===== src/rtl/icc_pkg.sv =====
package icc_pkg;

  localparam int OP_W   = 4;
  localparam int RSEL_W = 1;
  localparam int NREG   = 2 ** RSEL_W;

  localparam logic [OP_W-1:0] OP_NOP   = 4'd0;
  localparam logic [OP_W-1:0] OP_LOAD  = 4'd1;
  localparam logic [OP_W-1:0] OP_STORE = 4'd2;
  localparam logic [OP_W-1:0] OP_ADD   = 4'd3;
  localparam logic [OP_W-1:0] OP_SUB   = 4'd4;
  localparam logic [OP_W-1:0] OP_JMP   = 4'd5;
  localparam logic [OP_W-1:0] OP_BRP   = 4'd6;
  localparam logic [OP_W-1:0] OP_BRZ   = 4'd7;
  localparam logic [OP_W-1:0] OP_BRE   = 4'd8;
  localparam logic [OP_W-1:0] OP_RTI   = 4'd9;
  localparam logic [OP_W-1:0] OP_EI    = 4'd10;

  localparam logic [1:0] PH_FETCH = 2'd0;
  localparam logic [1:0] PH_IND   = 2'd1;
  localparam logic [1:0] PH_EXEC  = 2'd2;
  localparam logic [1:0] PH_INT   = 2'd3;

  typedef enum logic [4:0] {
    S_FADR, S_FRD, S_FLD, S_DEC,
    S_IADR, S_IRD, S_ILD,
    S_EX, S_XRD, S_XLD, S_XALU, S_XRTI, S_XWR, S_CHK,
    S_INT1, S_INT2, S_INT3
  } cyc_state_e;

  typedef struct packed {
    logic sup;
    logic ie;
    logic ovf;
    logic eq;
    logic cy;
    logic z;
    logic s;
  } psw_t;

endpackage


===== src/rtl/icc_alu.sv =====
module icc_alu #(
  parameter int DW = 16
) (
  input  logic [DW-1:0] a,
  input  logic [DW-1:0] b,
  input  logic          sub,
  output logic [DW-1:0] res,
  output logic          f_s,
  output logic          f_z,
  output logic          f_cy,
  output logic          f_eq,
  output logic          f_ovf
);

  function automatic logic [DW:0] add_sub(input logic [DW-1:0] x, input logic [DW-1:0] y,
                                          input logic do_sub);
    logic [DW:0] wide;
    if (do_sub) wide = {1'b0, x} - {1'b0, y};
    else        wide = {1'b0, x} + {1'b0, y};
    return wide;
  endfunction

  function automatic logic signed_ovf(input logic xm, input logic ym, input logic rm,
                                      input logic do_sub);
    logic ym_eff;
    ym_eff = do_sub ? ~ym : ym;
    return (xm == ym_eff) && (rm != xm);
  endfunction

  logic [DW:0] wide;

  always_comb begin
    wide  = add_sub(a, b, sub);
    res   = wide[DW-1:0];
    f_cy  = wide[DW];
    f_s   = wide[DW-1];
    f_z   = (wide[DW-1:0] == '0);
    f_eq  = (a == b);
    f_ovf = signed_ovf(a[DW-1], b[DW-1], wide[DW-1], sub);
  end

endmodule


===== src/rtl/icc_branch_eval.sv =====
module icc_branch_eval
  import icc_pkg::*;
#(
  parameter int DW = 16
) (
  input  logic [OP_W-1:0] op,
  input  psw_t            psw,
  input  logic [DW-1:0]   ra_val,
  input  logic [DW-1:0]   rb_val,
  output logic            take
);

  always_comb begin
    unique case (op)
      OP_JMP:  take = 1'b1;
      OP_BRP:  take = !psw.s && !psw.z;
      OP_BRZ:  take = psw.z;
      OP_BRE:  take = (ra_val == rb_val);
      default: take = 1'b0;
    endcase
  end

endmodule


===== src/rtl/instr_cycle_ctrl.sv =====
module instr_cycle_ctrl
  import icc_pkg::*;
#(
  parameter  int AW       = 9,
  parameter  int ISR_ADDR = 256,
  localparam int DW       = OP_W + 3 + AW
) (
  input  logic               clk,
  input  logic               rst_n,
  input  logic               irq,
  input  logic [DW-1:0]      mem_rdata,
  output logic [AW-1:0]      mem_addr,
  output logic [DW-1:0]      mem_wdata,
  output logic               mem_rd,
  output logic               mem_wr,
  output logic [AW-1:0]      pc_o,
  output logic [6:0]         psw_o,
  output logic [NREG*DW-1:0] regs_o,
  output logic [1:0]         phase_o,
  output logic               retire_o
);

  localparam logic [AW-1:0] ISR_VEC = AW'(ISR_ADDR);
  localparam logic [AW-1:0] SP_TOP  = '1;
  localparam int            IND_BIT = AW + 2;
  localparam int            RA_BIT  = AW + 1;
  localparam int            RB_BIT  = AW;

  cyc_state_e    state;
  logic [AW-1:0] pc, mar, sp;
  logic [DW-1:0] mbr, ir;
  psw_t          psw_q;
  logic [DW-1:0] regs [NREG];

  // instruction fields
  logic [OP_W-1:0] ir_op;
  logic            ir_ind;
  logic            ir_ra, ir_rb;
  logic [AW-1:0]   ir_addr;
  assign ir_op   = ir[DW-1 -: OP_W];
  assign ir_ind  = ir[IND_BIT];
  assign ir_ra   = ir[RA_BIT];
  assign ir_rb   = ir[RB_BIT];
  assign ir_addr = ir[AW-1:0];

  // effective address: indirect result sits in MBR, direct comes from IR
  logic [AW-1:0] eff_addr;
  assign eff_addr = ir_ind ? mbr[AW-1:0] : ir_addr;

  // named internal events
  logic retire, irq_accept, br_take, push_fire, pop_fire, alu_write;
  assign retire     = (state == S_CHK);
  assign irq_accept = retire && irq && psw_q.ie;
  assign push_fire  = (state == S_INT3);
  assign pop_fire   = (state == S_XRTI);
  assign alu_write  = (state == S_XALU) && (ir_op != OP_LOAD);

  logic [DW-1:0] alu_res;
  logic          a_s, a_z, a_cy, a_eq, a_ovf;

  icc_alu #(.DW(DW)) u_alu (
    .a     (regs[ir_ra]),
    .b     (mbr),
    .sub   (ir_op == OP_SUB),
    .res   (alu_res),
    .f_s   (a_s),
    .f_z   (a_z),
    .f_cy  (a_cy),
    .f_eq  (a_eq),
    .f_ovf (a_ovf)
  );

  icc_branch_eval #(.DW(DW)) u_br (
    .op     (ir_op),
    .psw    (psw_q),
    .ra_val (regs[ir_ra]),
    .rb_val (regs[ir_rb]),
    .take   (br_take)
  );

  always_ff @(posedge clk or negedge rst_n) begin
    if (!rst_n) begin
      state <= S_FADR;
      pc    <= '0;
      mar   <= '0;
      mbr   <= '0;
      ir    <= '0;
      sp    <= SP_TOP;
      psw_q <= '{sup: 1'b1, default: 1'b0};
      for (int i = 0; i < NREG; i++) regs[i] <= '0;
    end else begin
      unique case (state)
        S_FADR: begin mar <= pc; state <= S_FRD; end
        S_FRD:  begin pc <= pc + 1'b1; state <= S_FLD; end
        S_FLD:  begin mbr <= mem_rdata; state <= S_DEC; end
        S_DEC: begin
          ir    <= mbr;
          state <= mbr[IND_BIT] ? S_IADR : S_EX;
        end
        S_IADR: begin mar <= mbr[AW-1:0]; state <= S_IRD; end
        S_IRD:  state <= S_ILD;
        S_ILD:  begin mbr <= mem_rdata; state <= S_EX; end
        S_EX: begin
          unique case (ir_op)
            OP_LOAD, OP_ADD, OP_SUB: begin mar <= eff_addr; state <= S_XRD; end
            OP_STORE: begin
              mar   <= eff_addr;
              mbr   <= regs[ir_ra];
              state <= S_XWR;
            end
            OP_RTI: begin mar <= sp; state <= S_XRD; end
            OP_JMP, OP_BRP, OP_BRZ, OP_BRE: begin
              if (br_take) pc <= eff_addr;
              state <= S_CHK;
            end
            OP_EI: begin psw_q.ie <= 1'b1; state <= S_CHK; end
            default: state <= S_CHK;
          endcase
        end
        S_XRD: state <= S_XLD;
        S_XLD: begin
          mbr   <= mem_rdata;
          state <= (ir_op == OP_RTI) ? S_XRTI : S_XALU;
        end
        S_XALU: begin
          if (alu_write) begin
            regs[ir_ra] <= alu_res;
            psw_q.s     <= a_s;
            psw_q.z     <= a_z;
            psw_q.cy    <= a_cy;
            psw_q.eq    <= a_eq;
            psw_q.ovf   <= a_ovf;
          end else begin
            regs[ir_ra] <= mbr;
          end
          state <= S_CHK;
        end
        S_XRTI: begin
          pc        <= mbr[AW-1:0];
          sp        <= sp + 1'b1;
          psw_q.ie  <= 1'b1;
          psw_q.sup <= 1'b0;
          state     <= S_CHK;
        end
        S_XWR: state <= S_CHK;
        S_CHK: state <= irq_accept ? S_INT1 : S_FADR;
        S_INT1: begin
          mbr   <= {{(DW-AW){1'b0}}, pc};
          sp    <= sp - 1'b1;
          state <= S_INT2;
        end
        S_INT2: begin mar <= sp; state <= S_INT3; end
        S_INT3: begin
          pc        <= ISR_VEC;
          psw_q.ie  <= 1'b0;
          psw_q.sup <= 1'b1;
          state     <= S_FADR;
        end
        default: state <= S_FADR;
      endcase
    end
  end

  // memory interface
  assign mem_addr  = mar;
  assign mem_wdata = mbr;
  assign mem_rd    = (state == S_FRD) || (state == S_IRD) || (state == S_XRD);
  assign mem_wr    = (state == S_XWR) || push_fire;

  // observation
  always_comb begin
    unique case (state)
      S_FADR, S_FRD, S_FLD, S_DEC: phase_o = PH_FETCH;
      S_IADR, S_IRD, S_ILD:        phase_o = PH_IND;
      S_INT1, S_INT2, S_INT3:      phase_o = PH_INT;
      default:                     phase_o = PH_EXEC;
    endcase
  end

  assign pc_o     = pc;
  assign psw_o    = psw_q;
  assign retire_o = retire;

  for (genvar g = 0; g < NREG; g++) begin : g_regs_out
    assign regs_o[g*DW +: DW] = regs[g];
  end

endmodule


===== config.mk =====
export PLATFORM = sky130hd
export DESIGN_NAME = instr_cycle_ctrl
export DESIGN_NICKNAME = d
export VERILOG_FILES = /design/src/rtl/icc_pkg.sv /design/src/rtl/icc_alu.sv /design/src/rtl/icc_branch_eval.sv /design/src/rtl/instr_cycle_ctrl.sv
export SDC_FILE = /design/constraint.sdc
export NUM_CORES = 1
export LEC_CHECK = 0
export BUFFER_PORTS_ARGS = -buffer_cell sky130_fd_sc_hd__buf_2
export CAP_MARGIN = 20
export CELL_PAD_IN_SITES_DETAIL_PLACEMENT = 0
export CELL_PAD_IN_SITES_GLOBAL_PLACEMENT = 1
export CORE_UTILIZATION = 35
export CTS_BUF_LIST = sky130_fd_sc_hd__clkbuf_4
export DETAILED_ROUTE_END_ITERATION = 8
export HOLD_SLACK_MARGIN = 0.12
export PLACE_DENSITY_LB_ADDON = 0.15
export SYNTH_ARGS = -nofsm -noshare
export SYNTH_HDL_FRONTEND = slang
export SYNTH_SLANG_ARGS = --single-unit

===== constraint.sdc =====
create_clock -name clk -period 6.2 [get_ports clk]
set_input_delay 0.62 -clock clk [delete_from_list [all_inputs] [get_ports clk]]
set_output_delay 0.62 -clock clk [all_outputs]
set_load 0.01 [all_outputs]

==> metrics.md <==
| Metric | Value |
|---|---|
| Synth warn | 0 |
| Hold Vio Cnt, Final | 0 |
| Fraction of power spent switching nets | 52.86% |
| Number of detailed-routing iterations run before antenna repair | 5 |
| #FFs+latches synth | 103 |
| Maximum cell stage delay along the critical path | 0.68 ns |
| H-tree depth reported by CTS | 3 |
| Number of top-level design ports | 97 |
| Die Wd | 149.3 um |
| Total power divided by cell area | 608.6 nW/um2 |
| Multi-input gate area | 4636 um2 |
| Total track usage | 22.74% |
| Sort of element at the start of the critical path | flip-flop |
| NetSw | 2.740 mW |
| Insertion delay to the later sink of the worst-skew pair | 0.50 ns |
| Clock transition at the register clock pins on the worst setup and hold paths after CTS | 0.18 ns |
| Starting density of the core | 35.88% |
| Worst vdd ir | 226.2 uV |
| Die Span Y | 149.3 um |
| Startpoint-to-endpoint class of the critical path | reg -> reg |
| Remaining Overflow, GRT | 0 |
| Vias in the first global route | 6626 |
| Number of antenna violations at the first check in global routing | 1 |
| Critical Path Sink Type | flip-flop |
| Post-route setup TNS | 0 ns |
| EDFF count, synth | 0 |
| Largest driver fanout on the critical path | 12 |
| Cells along the critical path | buf_4 -> mux2i_1 -> inv_1 -> ha_1 -> fa_1 -> nor2b_1 -> o311ai_1 -> a21oi_1 -> o2111a_1 -> a221o_1 -> o31ai_1 -> o21ai_1 -> mux2_2 |
| Most common cell after layout, fill and taps aside | sky130_fd_sc_hd__buf_2 |
| Quantity of I/O buffers inserted on ports | 96 |
| Cell row count | 53 |
| Minimum period implied by the final worst setup slack | 4.457 ns |
| P&R area growth vs syn | 12.20% |
| Reg power frac | 27.6% |
| Detailed-route wire length | 24480 um |
| Maximum number of buffers from clock root to sink | 2 |
| Most frequent cells in the layout | 97 x sky130_fd_sc_hd__buf_2, 93 x sky130_fd_sc_hd__dfrtp_1, 91 x sky130_fd_sc_hd__nand2_1, 90 x sky130_fd_sc_hd__o21ai_0, 68 x sky130_fd_sc_hd__nor2_1 |
| Min-Delay Path Class | in -> reg |
| Util after Layout | 40.26% |
| Detailed router's first-iteration violation count | 446 |
| Slew HR | 37.53% |
| Clock tree from TritonCTS | done |
| Dominant register cell in the synthesized netlist | sky130_fd_sc_hd__dfrtp_1 |
| Combinational cell fraction of total power | 63.9% |
| Syn Std Cell Area | 7591 um2 |
| Instance count of the mapped netlist | 885 |
| Placer Congestion | 0.8985 |
| Average wire length per cell after detail routing | 19.74 um |
| Worst Path Required | 6.59 ns |
| HPWL reported at the end of detailed placement | 18660 um |
| Final worst-path cycle share | 71.89% |
| Part of the total power dissipated in the clock network | 8.4% |
| Pin count of the biggest net entering global routing | 60 |
| Number of nets in the finished design | 1024 |
| Status | finished, final reports clean |
| CP max stage cell | sky130_fd_sc_hd__dfrtp_1 |
| Number of sinks on the clock net | 103 |
| Internal power | 2.444 mW |
| Count of antenna-violating nets left after detailed routing | 0 |
| Quantity of hold-fixing buffers added after cts | 1 |
| Post-detailed-route via-to-cell ratio | 5.554 |
| Actual transition at the worst max-transition pin | 0.9352 ns |
| DRC Markers | 0 |
| Storage cell area | 2590 um2 |
| Final slew viol count | 0 |
| Ratio of cells with drive above 1 in the final layout | 18.78% |
| Count of buffers added by post-CTS timing repair for setup | 0 |
| Mapped Nets | 950 |
| Setup repair after global routing missed its margin | no |
| Filler cells | 2205 |
| Max Cap Violations | 0 |
| Fmax achieved | 224.4 MHz |
| Global-route wire length before repair | 38890 um |
| Resize count post-CTS | 0 |
| Final setup fails | 0 |
| Post-synthesis area per instance | 8.577 um2 |
| Setup slack on the worst flop-to-flop path | 1.74 ns |
| Static Leak | 3.975 nW |
| Std-Cell Core Area | 21150 um2 |
| Worst Skew | 0.02601 ns |
| Arrival time reported for the critical path endpoint | 4.85 ns |
| Area of the die | 22280 um2 |
| Post-synthesis cell type count | 77 |
| Async SR Flop Fraction | 100.0% |
| Clk root buf | sky130_fd_sc_hd__clkbuf_4 |
| Seq/Total Area, Yosys | 34.12% |
| DR vias | 6887 |
| Cts bufs inserted | 9 |
## synth_stat cells (all sizes together), types with 3 or more instances
cell type  count  share of area, %
o21ai         96               6.3
dfrtp         93                31
nand2         91               4.5
nor2          69               3.4
a21oi         49               3.2
inv           44               2.2
ha            43               7.1
clkbuf        36               1.8
mux2          30               4.5
a221oi        26               3.0
mux2i         25               3.3
nor3          21               1.4
a211oi        20               2.0
xor2          20               2.3
nor2b         18               1.5
and3          14               1.2
buf           14              0.91
nand3         13              0.86
xnor2         13               1.5
dfstp         10               3.5
o31ai         10              0.99
nand2b         9              0.74
nor3b          9              0.89
nor4           9              0.74
nand4          8              0.66
a21o           7              0.69
a31oi          7              0.58
o21bai         7              0.69
or3            7              0.58
o21a           6              0.59
o211ai         5              0.49
a2111oi        4              0.63
and4           3              0.35
fa             3              0.79
nor4b          3              0.54
o311ai         3              0.35
or2            3              0.25
## stage by stage
stage / cells / hold slack, ns / setup slack, ns / cell area (um2) / total power, mW
2_1_floorplan: 885 / 0.3244 / 2.496 / 7591 / 3.675
3_3_place_gp: 1219 / 0.4513 / 1.979 / 8319 / 4.743
3_5_place_dp: 1222 / 0.4531 / 1.866 / 8337 / 4.737
4_1_cts: 1239 / 0.3633 / 1.817 / 8514 / 5.191
5_1_grt: 1240 / 0.4005 / 1.512 / 8517 / 5.654
6_report: 1240 / 0.3986 / 1.743 / 8517 / 5.184
## power by group through the flow
stage                     sequential [mW]  combinational, mW  clock [mW]
after floorplan                      1.29               2.38           0
after global placement               1.45               3.29           0
after detailed placement             1.45               3.29           0
after CTS                            1.43               3.31       0.451
after global routing                 1.48               3.70       0.470
final                                1.43               3.31       0.437
## cells by family after synthesis
kind of cell	count (synthesis)	synth area share, %
AO/OA/AOI/OAI	268	22.94
adder cells (fa/ha/maj)	46	7.879
flip-flops	103	34.12
multiplexers	55	7.747
AND/OR/NAND/NOR	285	18.59
buffers and inverters	95	4.912
XOR/XNOR	33	3.808
## layout make-up
cell class,instances,area share [%]
Multi-Input combinational cell,687,54.43
Sequential cell,103,30.41
Timing Repair Buffer,113,7.140
Tap cell,275,4.040
Inverter,45,1.983
Clock inverter,6,1.087
Clock buffer,10,0.8814
Antenna cell,1,0.02938
## worst max-delay path: cells and delay by family, from the launching register on
kind	cells	cell delay, ns
AOI/OAI and AO/OA	6	1.82
muxes	2	0.70
DFF	1	0.68
adders and majority gates	2	0.60
buffers and inverters	2	0.38
and+or+nand+nor	1	0.16
## state kept, by name (all words and copies together), names as in the netlist
register and cells:
mem_addr 9, ir 16, regs_o 32, sp 9
state 5, mem_wdata 16, psw_o 7, pc_o 9
## path summary, 6_finish.rpt
check | startpoint | to | depth (start not counted)
setup / recovery | ir[10] | regs_o[12] | 13
hold / removal | mem_rdata[11] | mem_wdata[11] | 3
setup reg to reg | ir[10] | regs_o[12] | 13
hold reg to reg | psw_o[6] | psw_o[6] | 2
max in group asynchronous | rst_n | regs_o[11] | 3
min in group asynchronous | rst_n | state[1] | 2
## per-layer routing
| metal | GRT usage, % | vias up | wire [um] |
|---|---|---|---|
| li1 | - | 3376 | - |
| met1 | 32.65 | 3310 | 11930 |
| met2 | 35.21 | 174 | 11080 |
| met3 | 3.211 | 27 | 910 |
| met4 | 6.633 | 0 | 556 |
| met5 | 0 | - | 0 |
Note: power is estimated with default switching activity, not from simulation.
